File: src/rtl/stride_table.sv
module stride_table #(
  parameter int PC_W   = 32,
  parameter int ADDR_W = 32,
  parameter int IDX_W  = 4,
  parameter int CONF_W = 2
) (
  input  logic              clk,
  input  logic              rst_n,
  input  logic              lk_valid,
  input  logic [PC_W-1:0]   lk_pc,
  input  logic [ADDR_W-1:0] lk_addr,
  input  logic              upd_valid,
  input  logic [PC_W-1:0]   upd_pc,
  input  logic [PC_W-1:0]   upd_term_pc,
  output logic              rsp_valid,
  output logic              rsp_hit,
  output logic              rsp_capture,
  output logic [ADDR_W-1:0] rsp_stride,
  output logic              rsp_term_valid,
  output logic [PC_W-1:0]   rsp_term_pc
);
  localparam int ENTRIES = 1 << IDX_W;
  localparam int TAG_W   = PC_W - IDX_W;
  localparam logic [CONF_W-1:0] CONF_MAX = {CONF_W{1'b1}};

  logic              e_v    [ENTRIES];
  logic [TAG_W-1:0]  e_tag  [ENTRIES];
  logic [ADDR_W-1:0] e_last [ENTRIES];
  logic [ADDR_W-1:0] e_str  [ENTRIES];
  logic [CONF_W-1:0] e_cnt  [ENTRIES];
  logic              e_tv   [ENTRIES];
  logic [PC_W-1:0]   e_tp   [ENTRIES];

  logic [IDX_W-1:0]  l_idx, u_idx;
  logic [TAG_W-1:0]  l_tag, u_tag;
  logic              l_hit, u_hit, u_blocked, l_match;
  logic [ADDR_W-1:0] l_delta, n_str;
  logic [CONF_W-1:0] n_cnt;

  assign l_idx = lk_pc[IDX_W+1:2];
  assign l_tag = {lk_pc[PC_W-1:IDX_W+2], lk_pc[1:0]};
  assign u_idx = upd_pc[IDX_W+1:2];
  assign u_tag = {upd_pc[PC_W-1:IDX_W+2], upd_pc[1:0]};

  assign l_hit   = e_v[l_idx] && (e_tag[l_idx] == l_tag);
  assign l_delta = lk_addr - e_last[l_idx];
  assign l_match = (l_delta == e_str[l_idx]);
  assign n_str   = l_match ? e_str[l_idx] : l_delta;
  assign n_cnt   = !l_match ? '0 :
                   (e_cnt[l_idx] == CONF_MAX) ? CONF_MAX : e_cnt[l_idx] + 1'b1;

  assign u_hit     = upd_valid && e_v[u_idx] && (e_tag[u_idx] == u_tag);
  assign u_blocked = lk_valid && !l_hit && (l_idx == u_idx);

  always_ff @(posedge clk) begin
    if (!rst_n) begin
      for (int i = 0; i < ENTRIES; i++) begin
        e_v[i]    <= 1'b0;
        e_tag[i]  <= '0;
        e_last[i] <= '0;
        e_str[i]  <= '0;
        e_cnt[i]  <= '0;
        e_tv[i]   <= 1'b0;
        e_tp[i]   <= '0;
      end
    end else begin
      if (lk_valid) begin
        e_last[l_idx] <= lk_addr;
        if (l_hit) begin
          e_str[l_idx] <= n_str;
          e_cnt[l_idx] <= n_cnt;
        end else begin
          e_v[l_idx]   <= 1'b1;
          e_tag[l_idx] <= l_tag;
          e_str[l_idx] <= '0;
          e_cnt[l_idx] <= '0;
          e_tv[l_idx]  <= 1'b0;
          e_tp[l_idx]  <= '0;
        end
      end
      if (u_hit && !u_blocked) begin
        e_tv[u_idx] <= 1'b1;
        e_tp[u_idx] <= upd_term_pc;
      end
    end
  end

  always_ff @(posedge clk) begin
    if (!rst_n || !lk_valid) begin
      rsp_valid      <= 1'b0;
      rsp_hit        <= 1'b0;
      rsp_capture    <= 1'b0;
      rsp_stride     <= '0;
      rsp_term_valid <= 1'b0;
      rsp_term_pc    <= '0;
    end else begin
      rsp_valid      <= 1'b1;
      rsp_hit        <= l_hit;
      rsp_capture    <= l_hit && (n_cnt == CONF_MAX) && (n_str != '0);
      rsp_stride     <= l_hit ? n_str : '0;
      rsp_term_valid <= l_hit && e_tv[l_idx];
      rsp_term_pc    <= l_hit ? e_tp[l_idx] : '0;
    end
  end
endmodule

File: config.mk
export PLATFORM = sky130hd
export DESIGN_NAME = stride_table
export DESIGN_NICKNAME = d
export VERILOG_FILES = /design/src/rtl/stride_table.sv
export SDC_FILE = /design/constraint.sdc
export NUM_CORES = 2
export LEC_CHECK = 0
export ABC_AREA = 1
export BUFFER_PORTS_ARGS = -buffer_cell sky130_fd_sc_hd__buf_2
export CORE_AREA = 4 4 488 682
export DETAILED_ROUTE_END_ITERATION = 6
export DIE_AREA = 0 0 492 686
export SETUP_SLACK_MARGIN = 0.2
export SLEW_MARGIN = 10
export SYNTH_ARGS = -nofsm -noshare
export SYNTH_HDL_FRONTEND = slang
export SYNTH_SLANG_ARGS = --single-unit
File: constraint.sdc
create_clock -name clk -period 8.5 [get_ports clk]
set_clock_uncertainty 0.1 [all_clocks]
set_input_delay 2.55 -clock clk [delete_from_list [all_inputs] [get_ports clk]]
set_output_delay 2.55 -clock clk [all_outputs]
set_load 0.05 [all_outputs]
==> out/qor.yml <==
status: "finished, final reports clean"
first_pass_iters: 7
layout_min_cycle_time_ns: 7.38
fin_nets: 9990
syn-mean-instance-area_sq_um: 9.91
clock_latency_ns: 0.92
die_h_um: 686
p_sw_mw: 6.38
ys_types: 41
gp_congestion: 0.952
ys_async_sr_fraction: 0
power_density_nw_per_um2: 216
critPathKind: "in2reg"
drive_above_1_share: 0.112
arrival_ns: 8.00
cts_buffer_depth: 4
io_pins: 200
globalRoute.totalOverflow: 0
slew_headroom: 0.305
grt_pass1_wl_mm: 508
max_freq_mhz: 136
regArea_sq_um: 62500
holdPathEnd: "e_tv[4]$_DFF_P_"
syn_inst: 9845
start_util: 0.299
clock-sinks: 2116
cts-hold-fix-buffers: 0
htree_levels: 4
cts_root_buf: "clkbuf_16"
max_cap_violations: 0
syn2layout_area_growth_pct: 13.6
yosysMostFrequentCell: "nand2_1"
ys_ff_latch: 2116
hold_class: "reg2reg"
clk_pin_slew_ns: 0.06
worst_hold_slack_ns: 0.359
pwr-share-seq: 0.501
r2r_end: "e_cnt[14][1]$_SDFFCE_PN0P_"
die_width_um: 492
tns_ns: 0
drc_errors: 0
critPathMaxStageDelay_ns: 0.90
worstMarginPinSlew_ns: 1.03
syn_nets: 10010
hpwlAfterDp_mm: 211
wl_per_cell_um: 24.8
p_leak_nw: 45.9
port_buffers: 199
synth_edf_count: 2016
synth_flop_cell: "edfxtp_1"
min_from: "e_tv[4]$_DFF_P_"
final.setup.worst_slack_ns: 1.12
total_power_mw: 24.0
ant_nets: 0
multi_input_area_sq_um: 29300
period_share: 0.868
rsz0062_at_grt: "false"
post_cts_buffers: 0
r2r_start: "e_last[11][7]$_SDFFCE_PN0P_"
finalSetupViolations: 0
rows: 248
ff2ff_setup_slack_ns: 3.45
reg2reg_depth: 21
drv_slew: 0
n_fill_cell: 32495
final_core_util: 0.340
grt_use_total: 0.203
switching_share: 0.266
synth_top_area_share: 0.620
placed_cells: 13987
cp.required_ns: 9.12
cp_slowest_cell: "nor4_1"
core_area_sq_um: 326000
postPlaceCellArea_sq_um: 104000
yosysTopAreaCell: "edfxtp_1"
cp_common_cell: "nand2_1"
cts_tree: "built"
wl_mm: 357
ys_warn_count: 0
power.share.clock: 0.384
p_int_mw: 17.6
cp-end-kind: "flip-flop"
ir_drop_v: 0.000172
drtIter0Drc: 8735
synth_commonest_cells: "2658 x nand2_1, 2016 x edfxtp_1, 1785 x nor2_1"
ys_top_cells_by_area: "edfxtp_1 62%, nand2_1 10%, nor2_1 6.9%"
cp-start-kind: "input port"
cts_resized: 0
crit_fanout: 67
die_area_sq_um: 338000
finalHoldViolations: 0
yosysSeqAreaShare: 0.641
grt_pass1_vias: 72387
p_comb_frac: 0.116
stdcell_area_sq_um: 111000
cts_buffers: 211
avgViaCountPerCell: 5.23
grt_max_degree: 99
worstHoldPathCells: 2
syn_area_sq_um: 97600
cp_cell_sequence: "buf_4 -> nand2_2 -> inv_8 -> a22oi_1 -> a21oi_1 -> nor4_1 -> ha_1 -> nand2_1 -> inv_1 -> nand2_1 -> nand2_1 -> inv_1 -> nand3_1 -> nand2_1 -> nand2_1 -> nand2_1 -> nand2_1 -> nor2_1 -> nand2_1 -> nor2_1 -> nand4_1 -> nor2_2 -> nand4_2 -> nor2_1"
dr_total_vias: 75242
antenna_found_initial: 42
pre_cts_ws_ns: 0.450
final_cells: 14382
[placed cells by master, fill, tap and decap left out, types with 61 or more instances in the layout]
| master | instances |
|---|---|
| buf_2 | 198 |
| nand2_2 | 68 |
| nand3_1 | 100 |
| clkbuf_16 | 218 |
| a22oi_1 | 888 |
| a21oi_1 | 317 |
| nor2_1 | 1763 |
| nand2_1 | 2593 |
| dfxtp_1 | 100 |
| buf_4 | 191 |
| nand4_1 | 128 |
| buf_12 | 71 |
| inv_2 | 173 |
| inv_1 | 597 |
| edfxtp_1 | 2016 |
| clkinv_1 | 61 |
[worst max-delay path by stage]
stage                   from                         end  slack, ns
floorplan           lk_pc[2]   e_cnt[0][0]$_SDFFCE_PN0P_       1.14
global placement    lk_pc[2]  e_cnt[13][1]$_SDFFCE_PN0P_       0.54
detailed placement  lk_pc[2]   e_cnt[2][0]$_SDFFCE_PN0P_       0.45
CTS                 lk_pc[2]   e_cnt[2][0]$_SDFFCE_PN0P_       1.35
global route        lk_pc[2]   e_cnt[0][1]$_SDFFCE_PN0P_       0.77
finish              lk_pc[2]  e_cnt[14][1]$_SDFFCE_PN0P_       1.12
[registers in the layout, summed over array words and instances (netlist names), 16 cells and up]
name,flops
e_cnt,32
e_last,512
e_str,512
e_tag,448
e_tp,512
e_tv,16
e_v,16
rsp_stride,32
rsp_term_pc,32
[layout make-up]
| type | count | area share |
|---|---|---|
| diodes | 17 | 0.000384 |
| well taps | 4375 | 0.0494 |
| multi-input cells | 6234 | 0.264 |
| flip-flops and latches | 2116 | 0.564 |
| clock buffers | 278 | 0.0528 |
| inverters | 802 | 0.0274 |
| clock inverters | 100 | 0.00653 |
| repair buffers | 460 | 0.0347 |
[cell families (layout without fill, tap and decap cells)]
kind of cell	after synthesis	count (layout)	share of synthesized area
other	0	17	0
XOR/XNOR	10	10	0.000898
buffers and inverters	1495	1640	0.0626
AO/OA/AOI/OAI	1321	1321	0.0915
adder cells (fa/ha/maj)	33	33	0.00431
AND/OR/NAND/NOR	4870	4870	0.200
flip-flops	2116	2116	0.641
[power by group through the flow]
stage | Combinational [mW] | Clock, mW | Sequential (mW)
floorplan | 1.63 | 0 | 12.2
global placement | 2.72 | 0 | 12.2
detailed placement | 2.72 | 0 | 12.2
CTS | 2.73 | 9.28 | 12.0
global route | 2.94 | 9.66 | 12.0
finish | 2.77 | 9.19 | 12.0
[critical path, delay by kind of cell]
family / cells / cell delay (ns)
AOI/OAI and AO/OA: 2 / 0.38
adders and majority gates: 1 / 0.43
buffers and inverters: 4 / 0.63
and+or+nand+nor: 17 / 3.80
[layer usage]
layer / global-route usage / share of wire / up-vias
li1: - / - / 33154
met3: 0.0373 / 0.094 / 1111
met1: 0.243 / 0.36 / 36705
met4: 0.113 / 0.064 / 32
met5: 0 / 0.00064 / -
met2: 0.345 / 0.48 / 4240
(Power assumes the default switching activity.)
